$ cat config.mk
export PLATFORM = sky130hd
export DESIGN_NAME = sd_mod_adder
export DESIGN_NICKNAME = d
export VERILOG_FILES = /design/src/rtl/sd_mod_pkg.sv /design/src/rtl/sd_pos_split.sv /design/src/rtl/sd_end_around.sv /design/src/rtl/sd_digit_merge.sv /design/src/rtl/sd_mod_adder.sv
export SDC_FILE = /design/constraint.sdc
export NUM_CORES = 1
export LEC_CHECK = 0
export ABC_CLOCK_PERIOD_IN_PS = 1300
export BUFFER_PORTS_ARGS = -buffer_cell sky130_fd_sc_hd__buf_2
export CORE_UTILIZATION = 39
export DETAILED_ROUTE_END_ITERATION = 10
export PLACE_DENSITY = 0.73
export SLEW_MARGIN = 20
export SYNTH_ARGS = -nofsm -noshare
export SYNTH_HDL_FRONTEND = slang
export SYNTH_HIERARCHICAL = 1
export SYNTH_SLANG_ARGS = --single-unit
$ cat constraint.sdc
create_clock -name vclk -period 1.3
set_input_delay 0.195 -clock vclk [all_inputs]
set_output_delay 0.195 -clock vclk [all_outputs]
set_load 0.005 [all_outputs]
$ cat src/rtl/sd_mod_pkg.sv
// Shared types and helpers for the signed-digit modulo adder.
// Assumes digit code 11 never appears on a legal operand.
package sd_mod_pkg;

    // One signed digit: neg=1 means -1, pos=1 means +1, both 0 means 0.
    typedef struct packed {
        logic neg;
        logic pos;
    } sd_digit_t;

    // Classification of the sum of the two operand digits at one position.
    typedef enum logic [2:0] {
        PAIR_ZERO = 3'd0,
        PAIR_P1   = 3'd1,
        PAIR_P2   = 3'd2,
        PAIR_M1   = 3'd3,
        PAIR_M2   = 3'd4
    } pair_class_t;

    localparam sd_digit_t SD_ZERO = '{neg: 1'b0, pos: 1'b0};
    localparam sd_digit_t SD_PLUS = '{neg: 1'b0, pos: 1'b1};
    localparam sd_digit_t SD_MINUS = '{neg: 1'b1, pos: 1'b0};

    // Negate a digit by swapping its two bits.
    function automatic sd_digit_t sd_negate(input sd_digit_t d);
        sd_negate = '{neg: d.pos, pos: d.neg};
    endfunction

    // Integer value of a word held as two bit vectors (used by checks only).
    function automatic longint sd_word_value(input logic [63:0] neg_bits,
                                             input logic [63:0] pos_bits);
        longint acc;
        acc = 0;
        for (int k = 0; k < 64; k++) begin
            if (pos_bits[k]) acc = acc + (longint'(1) <<< k);
            if (neg_bits[k]) acc = acc - (longint'(1) <<< k);
        end
        sd_word_value = acc;
    endfunction

endpackage

$ cat src/rtl/sd_pos_split.sv
// Per-position split: from the two operand digits and the lookahead flag
// (at least one digit one position lower is negative), forms the transfer
// digit sent up one position and the interim digit kept here.
// Assumes legal digit codes on both operands.
module sd_pos_split
    import sd_mod_pkg::*;
(
    input  sd_digit_t x_dig,
    input  sd_digit_t y_dig,
    input  logic      lower_neg,
    output sd_digit_t xfer_out,
    output sd_digit_t interim
);

    pair_class_t pair_cls;

    // Classify the digit-pair sum into one of five values.
    always_comb begin
        if (x_dig.pos && y_dig.pos)
            pair_cls = PAIR_P2;
        else if (x_dig.neg && y_dig.neg)
            pair_cls = PAIR_M2;
        else if ((x_dig.pos && !y_dig.neg && !y_dig.pos) ||
                 (y_dig.pos && !x_dig.neg && !x_dig.pos))
            pair_cls = PAIR_P1;
        else if ((x_dig.neg && !y_dig.neg && !y_dig.pos) ||
                 (y_dig.neg && !x_dig.neg && !x_dig.pos))
            pair_cls = PAIR_M1;
        else
            pair_cls = PAIR_ZERO;
    end

    // Pick transfer and interim so that the later merge can never overflow.
    always_comb begin
        xfer_out = SD_ZERO;
        interim  = SD_ZERO;
        unique case (pair_cls)
            PAIR_P2: xfer_out = SD_PLUS;
            PAIR_M2: xfer_out = SD_MINUS;
            PAIR_P1: begin
                if (!lower_neg) begin
                    xfer_out = SD_PLUS;
                    interim  = SD_MINUS;
                end else begin
                    interim  = SD_PLUS;
                end
            end
            PAIR_M1: begin
                if (lower_neg) begin
                    xfer_out = SD_MINUS;
                    interim  = SD_PLUS;
                end else begin
                    interim  = SD_MINUS;
                end
            end
            default: begin
                xfer_out = SD_ZERO;
                interim  = SD_ZERO;
            end
        endcase
    end

endmodule

$ cat src/rtl/sd_end_around.sv
// End-around path: feeds the transfer out of the top digit and the lookahead
// flag back into digit 0. MOD_PLUS=0 passes both straight (modulus 2^n-1);
// MOD_PLUS=1 negates the transfer and takes the lookahead from the positive
// bits of the top digits, which turn negative after the wrap (modulus 2^n+1).
module sd_end_around
    import sd_mod_pkg::*;
#(
    parameter int MOD_PLUS = 0
) (
    input  sd_digit_t top_xfer,
    input  sd_digit_t top_x,
    input  sd_digit_t top_y,
    output sd_digit_t wrap_xfer,
    output logic      wrap_lower_neg
);

    generate
        if (MOD_PLUS != 0) begin : g_plus
            // Wrapped weight 2^n equals -1 modulo 2^n+1.
            always_comb begin
                wrap_xfer      = sd_negate(top_xfer);
                wrap_lower_neg = top_x.pos | top_y.pos;
            end
        end else begin : g_minus
            // Wrapped weight 2^n equals +1 modulo 2^n-1.
            always_comb begin
                wrap_xfer      = top_xfer;
                wrap_lower_neg = top_x.neg | top_y.neg;
            end
        end
    endgenerate

endmodule

$ cat src/rtl/sd_digit_merge.sv
// Final per-position add of incoming transfer and interim digit. The split
// stage guarantees these never share a nonzero sign, so no carry results.
module sd_digit_merge
    import sd_mod_pkg::*;
(
    input  sd_digit_t xfer_in,
    input  sd_digit_t interim,
    output sd_digit_t sum_dig
);

    logic xfer_zero;
    logic int_zero;

    // Sum of two digits whose total stays within -1..+1.
    always_comb begin
        xfer_zero   = !xfer_in.pos && !xfer_in.neg;
        int_zero    = !interim.pos && !interim.neg;
        sum_dig.pos = (xfer_in.pos && int_zero) || (interim.pos && xfer_zero);
        sum_dig.neg = (xfer_in.neg && int_zero) || (interim.neg && xfer_zero);
    end

    // Guard: the split logic must never hand over a same-sign pair.
    always_comb begin
        p_no_overflow_r1: assert (!((xfer_in.pos && interim.pos) ||
                                    (xfer_in.neg && interim.neg)))
            else $error("transfer and interim share a nonzero sign");
    end

endmodule

$ cat src/rtl/sd_mod_adder.sv
// Carry-free signed-digit adder modulo 2^DIGITS-1 (MOD_PLUS=0) or
// 2^DIGITS+1 (MOD_PLUS=1). Combinational, depth independent of DIGITS.
// Assumes legal digit codes on inputs, DIGITS >= 2; the value checks below
// assume DIGITS <= 30.
module sd_mod_adder
    import sd_mod_pkg::*;
#(
    parameter int DIGITS   = 8,
    parameter int MOD_PLUS = 0
) (
    input  logic [DIGITS-1:0] a_neg,
    input  logic [DIGITS-1:0] a_pos,
    input  logic [DIGITS-1:0] b_neg,
    input  logic [DIGITS-1:0] b_pos,
    output logic [DIGITS-1:0] sum_neg,
    output logic [DIGITS-1:0] sum_pos
);

    localparam int TOP = DIGITS - 1;
    localparam longint MODULUS = (MOD_PLUS != 0) ? ((longint'(1) <<< DIGITS) + 1)
                                                 : ((longint'(1) <<< DIGITS) - 1);

    sd_digit_t [DIGITS-1:0] a_dig;
    sd_digit_t [DIGITS-1:0] b_dig;
    sd_digit_t [DIGITS-1:0] xfer_up;
    sd_digit_t [DIGITS-1:0] interim;
    sd_digit_t [DIGITS-1:0] xfer_in;
    sd_digit_t [DIGITS-1:0] sum_dig;
    logic      [DIGITS-1:0] look_neg;
    sd_digit_t              wrap_xfer;
    logic                   wrap_look;

    // Wrap path from the top digit back to digit 0.
    sd_end_around #(.MOD_PLUS(MOD_PLUS)) u_wrap (
        .top_xfer       (xfer_up[TOP]),
        .top_x          (a_dig[TOP]),
        .top_y          (b_dig[TOP]),
        .wrap_xfer      (wrap_xfer),
        .wrap_lower_neg (wrap_look)
    );

    generate
        for (genvar i = 0; i < DIGITS; i++) begin : g_pos
            // Gather wire pairs into digits and bring results back out.
            assign a_dig[i]   = '{neg: a_neg[i], pos: a_pos[i]};
            assign b_dig[i]   = '{neg: b_neg[i], pos: b_pos[i]};
            assign sum_neg[i] = sum_dig[i].neg;
            assign sum_pos[i] = sum_dig[i].pos;

            if (i == 0) begin : g_low
                assign look_neg[i] = wrap_look;
                assign xfer_in[i]  = wrap_xfer;
            end else begin : g_mid
                assign look_neg[i] = a_neg[i-1] | b_neg[i-1];
                assign xfer_in[i]  = xfer_up[i-1];
            end

            sd_pos_split u_split (
                .x_dig     (a_dig[i]),
                .y_dig     (b_dig[i]),
                .lower_neg (look_neg[i]),
                .xfer_out  (xfer_up[i]),
                .interim   (interim[i])
            );

            sd_digit_merge u_merge (
                .xfer_in (xfer_in[i]),
                .interim (interim[i]),
                .sum_dig (sum_dig[i])
            );
        end
    endgenerate

    logic   in_legal;
    logic   in_zero;
    longint val_diff;

    // Decode operand and result values for the output checks.
    always_comb begin
        in_legal = ((a_neg & a_pos) | (b_neg & b_pos)) == '0;
        in_zero  = (a_neg | a_pos | b_neg | b_pos) == '0;
        val_diff = sd_word_value(64'(sum_neg), 64'(sum_pos))
                 - sd_word_value(64'(a_neg), 64'(a_pos))
                 - sd_word_value(64'(b_neg), 64'(b_pos));
    end

    // Guard the output: legal codes, zero in gives zero out.
    always_comb begin
        if (in_legal) begin
            p_sum_legal_r1: assert ((sum_neg & sum_pos) == '0)
                else $error("illegal output digit code");
            p_zero_sum_r4: assert (!in_zero || ((sum_neg | sum_pos) == '0))
                else $error("zero operands gave nonzero digits");
        end
    end

    generate
        if (MOD_PLUS != 0) begin : g_chk_plus
            // Guard congruence modulo 2^n+1.
            always_comb begin
                if (in_legal) begin
                    p_congruent_plus_r3: assert ((val_diff % MODULUS) == 0)
                        else $error("sum not congruent modulo 2^n+1");
                end
            end
        end else begin : g_chk_minus
            // Guard congruence modulo 2^n-1.
            always_comb begin
                if (in_legal) begin
                    p_congruent_minus_r2: assert ((val_diff % MODULUS) == 0)
                        else $error("sum not congruent modulo 2^n-1");
                end
            end
        end
    endgenerate

endmodule

== Word-level counts from Yosys, hierarchy flattened ==
Index checks and enable logic that the tools add are counted.
Storage, ports and cells
  bits in read-only memories: 0
  flip-flop bits (word level): 0
  input bits: 32
  bits in writable memories: 0
  bits in latches: 0
  word-level logic and storage cells: 344
  memories: 0
Cells by class
  eq/ne operators: 32
  divide/modulo/power cells: 0
  multipliers: 0
  order comparisons: 0
  shift operators: 0
  mux-type cells: 72
  $add $sub $neg: 0
  reduce and logical (&&, ||, !) cells: 232
  bitwise operators: 8
Operators with widths (count)
  1-bit logical AND: 128
  3-bit two-way mux: 24
  1-bit zero test: 64
  2-bit two-way mux: 32
  2-bit one-hot mux with 4 select lines: 8
  3-bit by 2-bit == test with 1-bit output, second input constant: 16
  1-bit logical OR: 32
  3-bit by 1-bit == test with 1-bit output, second input constant: 8
  3-bit == test, second input constant: 8
  2-bit OR reduction: 8
  1-bit two-way mux: 8
  1-bit bitwise OR: 8

== Longest topological paths before layout ==
Gate-level depths: netlist of run 1.
  word-level depth: 15
  gate-level depth with buffers: 7
  gate-level depth less buffers: 6

== By module ==
The synthesis of run 1 kept the hierarchy.
Modules (own cells, without submodules)
  sd_pos_split: instances 8, cells each 14, area an instance 86.3 um^2
  sd_digit_merge: instances 8, cells each 4, area an instance 25.0 um^2
  sd_mod_adder: instances 1, cells each 7, area an instance 43.8 um^2
  sd_end_around: instances 1, cells each 3, area an instance 21.3 um^2

== Least setup slack after synthesis of run 1 ==
Ideal clock, no wire load.
  kind: input-to-output
  from: input port b_neg[6]
  to: output port sum_neg[0]
  path slack: -0.113 ns
  cell stages on the path: 7
  arrival: 1.218 ns
  data required time: 1.105 ns
  path buffers: 1
  cells stage by stage: or2_1 > nor2b_1 > o211ai_1 > o21ai_1 > buf_4 > nor2_1 > a22o_1
RTL lines
  from (decl): RTL line sd_mod_adder.sv:13  | input logic [DIGITS-1:0] b_neg,
  to (decl): RTL line sd_mod_adder.sv:15  | output logic [DIGITS-1:0] sum_neg,

==> results of run 1 <==
==> layout make-up <==
class	count	area, um2	area share, %
Inverter	8	30.0	1.79
Tap cell	28	35.0	2.08
Timing Repair Buffer	86	619	36.9
Multi-Input combinational cell	144	996	59.3
==> cells in the mapped netlist (all sizes together) <==
library cell,n,area [um2]
o211ai,8,60.1
buf,2,15.0
or2,8,50.1
nor2,48,260
nor2b,16,100
inv,8,30.0
nand2b,8,50.1
xnor2,8,70.1
o31ai,8,60.1
o21ai,16,80.1
a21oi,8,40.0
a22o,16,140
==> worst max-delay path: cells and delay by family <==
family                 cells  cell delay [ps]
AOI/OAI and AO/OA          3              460
buffers and inverters      3              350
and+or+nand+nor            2              380
==> cell families (layout without fill, tap and decap cells) <==
family	count (synthesis)	in the layout
compound gates	56	56
xor+xnor	8	8
buf+inv	10	94
simple gates	80	80
==> metal layers <==
metal / part of all wire, % / up-vias
met5: 0 / -
met4: 2.4 / 0
met3: 3.2 / 8
met2: 56 / 35
met1: 38 / 658
li1: - / 711
==> per-stage QoR <==
stage / instances / hold WS (ps)
after floorplan: 154 / 656
after global placement: 254 / 968
after detailed placement: 254 / 979
after CTS: 261 / 978
after global routing: 266 / 1010
final: 266 / 977
==> where the power goes <==
part           internal [mW]  switching (mW)
Clock                      0               0
Sequential                 0               0
Combinational          0.357           0.292
==> what timing repair did <==
item                                    4_1_cts  5_1_grt
endpoints found under the setup margin       16       16
hold endpoints to repair                      0        0
gates resized for setup                      18       17
buffers inserted                              7        5
gates cloned                                  0        0
pin swaps                                    23       20
==> cell usage in the layout, fill, tap and decap left out <==
| cell type | n |
|---|---|
| o21ai_0 | 8 |
| xnor2_1 | 8 |
| o211ai_1 | 8 |
| a22o_1 | 16 |
| or2_4 | 8 |
| nor2b_4 | 7 |
| inv_1 | 8 |
| o31ai_1 | 6 |
| nor2_4 | 8 |
| nand2b_1 | 8 |
| o31ai_2 | 2 |
| nor2_2 | 9 |
| nor2b_1 | 9 |
| nor2_1 | 31 |
| buf_6 | 15 |
| buf_4 | 38 |
| buf_2 | 33 |
| a21oi_1 | 8 |
| o21ai_1 | 8 |
==> worst paths after layout <==
check	from	endpoint	slack (ps)	depth (start not counted)
worst min-delay path	a_neg[3]	sum_neg[4]	980	5
worst max-delay path	a_neg[3]	sum_neg[5]	-280	8
==> impl_metrics.env, run 1 <==
export IMPL_critPathArrivalTime_ps=1390
export IMPL_register_area_um2=0
export IMPL_design_area_um2=1680
export IMPL_design_portCount=48
export IMPL_ratio_of_cells_with_drive_above_1_in_the_final_layout_pct=50.4
export IMPL_worst_path_max_fanout=5
export IMPL_placement_cell_area_um2=1420
export IMPL_num_antenna_cells=0
export IMPL_cp_cell_sequence="buf_6 -> or2_4 -> nor2b_4 -> o211ai_1 -> o21ai_1 -> buf_4 -> a22o_1 -> buf_2"
export IMPL_postSynthNetCount=186
export IMPL_syn_area_per_cell_um2=6.21
export IMPL_post_cts_hold_buffer_count=0
export IMPL_report_final_setup_viol=16
export IMPL_sequential_area_share_after_synthesis_pct=0
export IMPL_dieHeight_um=51.5
export IMPL_placement_stage_worst_setup_slack_ps=-325
export IMPL_clockBufferCount=0
export IMPL_detail_route_wirelength_mm=3.02
export IMPL_routedWlPerCell_um=11.4
export IMPL_start_util_pct=42.4
export IMPL_timing_worst_slew_pin_value_ps=349
export IMPL_yosysWarningCount=6
export IMPL_globalRouteMet2Util_pct=51.7
export IMPL_post_synthesis_adder_cell_area_fraction_pct=0
export IMPL_drv_cap=0
export IMPL_violations="setup timing"
export IMPL_post_synth_instance_area_um2=956
export IMPL_grt_most_used_layer="met2"
export IMPL_io_buffers=48
export IMPL_maxSlewHeadroom_pct=76.6
export IMPL_total_track_usage_pct=23.3
export IMPL_synth_compound_gate_area_share_pct=39.8
export IMPL_leakage_power_of_the_design_nw=0.817
export IMPL_grtUsageMet1_pct=22.1
export IMPL_worst_path_largest_cell_delay_ps=260
export IMPL_vias_in_the_first_global_route=1412
export IMPL_dp_hpwl_mm=2.27
export IMPL_final_core_util_pct=74.5
export IMPL_count_of_cell_types_in_the_netlist=15
export IMPL_max_freq_mhz=633
export IMPL_rsz0062_at_grt="yes"
export IMPL_dieWidth_um=51.5
export IMPL_nets=272
export IMPL_place_gp_congestion=0.843
export IMPL_synth_top_family_by_area="simple AND/OR/NAND/NOR gates"
export IMPL_total_core_area_um2=2250
export IMPL_grt_remaining_overflow=0
export IMPL_area_growth_syn_to_layout_pct=75.8
export IMPL_layout_worst_path_cycle_share_pct=122
export IMPL_status="finished with violations"
export IMPL_drt_iter0_drc=12
export IMPL_critical_path_slowest_cell="or2_4"
export IMPL_placementRows=17
export IMPL_timing_hold_violations_final=0
export IMPL_via_count=1412
export IMPL_timing_final_max_slew_violations=0
export IMPL_critical_path_startpoint_type="input pin"
export IMPL_setup_worst_path_end_class="output port"
export IMPL_detail_route_first_pass_iterations=4
export IMPL_viasPerCell=5.31
export IMPL_min_period_ps=1580
export IMPL_pd_cells_nw_per_um2=386
export IMPL_grt_start_max_net_pins=6
export IMPL_setup_tns_final_ps=-3750
export IMPL_synth_simple_gate_area_share_pct=48.2
export IMPL_die_area_um2=2650
export IMPL_final_fill_count=185
export IMPL_grt_met3_usage_pct=1.17
export IMPL_report_power_total_mw=0.648
export IMPL_hold_path_class="in2out"
export IMPL_layout_sequential_cells=0
export IMPL_post_route_drc_count=0
export IMPL_antenna_violating_nets_post_route=0
export IMPL_crit_required_ps=1110
export IMPL_synthMuxAreaShare_pct=0
export IMPL_final_worst_setup_slack_ps=-281
export IMPL_grt_antenna_before_repair=0
export IMPL_grt_first_pass_wirelength_mm=5.05
export IMPL_ir_worst_vdd_uv=236
export IMPL_worst_setup_path_type="in2out"
export IMPL_post_synth_xor_area_fraction_pct=7.33
export IMPL_synthesis_instances=154
Note: power is estimated with default switching activity, not from simulation.
==> inputs of run 2 (changes only) <==
--- a/config.mk
+++ b/config.mk
@@ -9,7 +9,7 @@
 export BUFFER_PORTS_ARGS = -buffer_cell sky130_fd_sc_hd__buf_2
 export CORE_UTILIZATION = 39
 export DETAILED_ROUTE_END_ITERATION = 10
-export PLACE_DENSITY = 0.73
+export PLACE_DENSITY_LB_ADDON = 0.15
 export SLEW_MARGIN = 20
 export SYNTH_ARGS = -nofsm -noshare
 export SYNTH_HDL_FRONTEND = slang
==> run 2 against run 1 <==
  * The run still ends with setup timing left
  * Utilization shrank 3.0 points
  * Sequential share of layout area is the same
  * Worst hold slack lost 71 ps
  * Final area shrank 4.0%
  * Wire length shrank 3.6%
  * Count of clock-buffer cells in the layout is the same
  * Worst setup slack gained 20 ps
  * First-iteration DRC count is the same
  * Global-route usage shrank 1.0 points
  * Total power shrank 3.8%
  * Fmax grew 1.3%
  * Non-clock buffer count shrank 5
  * Largest power group unchanged
==> impl_metrics.env, run 2 (same netlist as run 1, synthesis figures left out) <==
export IMPL_status="finished with violations"
export IMPL_violations="setup timing"
export IMPL_ir_worst_vdd_uv=238
export IMPL_via_count=1371
export IMPL_final_core_util_pct=71.5
export IMPL_grt_remaining_overflow=0
export IMPL_dieWidth_um=51.5
export IMPL_detail_route_wirelength_mm=2.91
export IMPL_design_area_um2=1610
export IMPL_placed_cells_incl_taps=252
export IMPL_detail_route_first_pass_iterations=4
export IMPL_worst_setup_path_type="in2out"
export IMPL_dieHeight_um=51.5
export IMPL_timing_worst_slew_pin_value_ps=344
export IMPL_vias_in_the_first_global_route=1243
export IMPL_crit_buf_inv=2
export IMPL_setup_tns_final_ps=-3620
export IMPL_final_worst_setup_slack_ps=-261
export IMPL_clockBufferCount=0
export IMPL_critPathTopFamily="simple AND/OR/NAND/NOR gates"
export IMPL_pd_cells_nw_per_um2=387
export IMPL_critPathArrivalTime_ps=1370
export IMPL_total_core_area_um2=2250
export IMPL_die_area_um2=2650
export IMPL_post_route_drc_count=0
export IMPL_report_power_total_mw=0.623
export IMPL_crit_required_ps=1110
export IMPL_grt_antenna_before_repair=0
export IMPL_routedWlPerCell_um=11.2
export IMPL_worst_path_largest_cell_delay_ps=270
export IMPL_nets=267
export IMPL_maxSlewHeadroom_pct=76.9
export IMPL_design_portCount=48
export IMPL_multi_input_area_um2=968
export IMPL_layout_worst_path_cycle_share_pct=120
export IMPL_hold_path_class="in2out"
export IMPL_viasPerCell=5.25
export IMPL_grt_start_max_net_pins=7
export IMPL_antenna_violating_nets_post_route=0
export IMPL_area_growth_syn_to_layout_pct=68.7
export IMPL_num_antenna_cells=0
export IMPL_rsz0062_at_grt="yes"
export IMPL_total_track_usage_pct=22.2
export IMPL_place_gp_congestion=0.730
export IMPL_final_fill_count=197
export IMPL_max_freq_mhz=641
export IMPL_mostFrequentLayoutCells="34 x buf_2, 33 x buf_4, 31 x nor2_1"
export IMPL_timing_final_max_slew_violations=0
export IMPL_register_area_um2=0
export IMPL_placement_cell_area_um2=1400
export IMPL_worst_path_max_fanout=6
export IMPL_final_cell_count_no_fill=261
export IMPL_cp_cell_sequence="buf_6 -> or2_4 -> nor2b_4 -> o211ai_1 -> o21ai_1 -> nor2_1 -> a22o_1 -> buf_2"
export IMPL_timing_hold_violations_final=0
export IMPL_layout_sequential_cells=0
export IMPL_min_period_ps=1560
export IMPL_start_util_pct=42.4
export IMPL_placementRows=17
export IMPL_mostFrequentLayoutCell="buf_2"
export IMPL_grt_first_pass_wirelength_mm=4.78
export IMPL_report_final_setup_viol=16
export IMPL_setup_worst_path_end_class="output port"
export IMPL_drv_cap=0
export IMPL_io_buffers=48
export IMPL_leakage_power_of_the_design_nw=0.769
export IMPL_drt_iter0_drc=12
export IMPL_critical_path_slowest_cell="or2_4"
export IMPL_post_cts_hold_buffer_count=0
export IMPL_critical_path_startpoint_type="input pin"
export IMPL_dp_hpwl_mm=2.20
export IMPL_ratio_of_cells_with_drive_above_1_in_the_final_layout_pct=47.6
-- run 2: changes by cell type in the layout (fill, tap and decap cells not counted) --
cell	delta
buf_4	-5
nor2b_4	-3
buf_8	+1
o21ai_0	-1
buf_2	+1
nor2b_1	+3
o31ai_1	+1
o21ai_1	+1
o31ai_2	-1
buf_6	-2
-- run 2: worst min-delay path: cells and delay by family --
kind / cells / cell delay [ps]
buffers and inverters: 2 / 200
AOI/OAI and AO/OA: 3 / 320
-- run 2: layout make-up --
cell class	instances	share of cell area, %
Timing Repair Buffer	81	35.9
Tap cell	28	2.17
Multi-Input combinational cell	144	60.0
Inverter	8	1.86
-- run 2: final timing paths --
| check | start | endpoint | slack (ps) | cells after the start |
|---|---|---|---|---|
| max | a_neg[3] | sum_neg[5] | -260 | 8 |
| min | a_pos[6] | sum_pos[7] | 910 | 5 |
-- run 2: power by group --
part           leakage (nW)  switching [mW]  internal (mW)
clock                     0               0              0
sequential                0               0              0
combinational         0.769           0.284          0.340
-- run 2: repair_timing --
item | CTS | global route
gates cloned | 0 | 0
hold endpoints to repair | 0 | 0
endpoints found under the setup margin | 16 | 16
pin swaps | 24 | 19
setup buffers | 7 | 2
resized for setup | 24 | 6
-- run 2: stage by stage --
| stage | worst slack, ps | hold slack, ps |
|---|---|---|
| 2_1_floorplan | -37.8 | 656 |
| 3_3_place_gp | -273 | 885 |
| 3_5_place_dp | -315 | 903 |
| 4_1_cts | -280 | 905 |
| 5_1_grt | -355 | 962 |
| 6_report | -261 | 906 |
-- run 2: per-layer routing --
metal,vias to the layer above,track usage (%),wire (um)
met5,-,0,0
met4,0,2.25,18
met3,2,1.17,108
met2,30,45.7,1580
met1,631,25.3,1210
li1,708,-,-
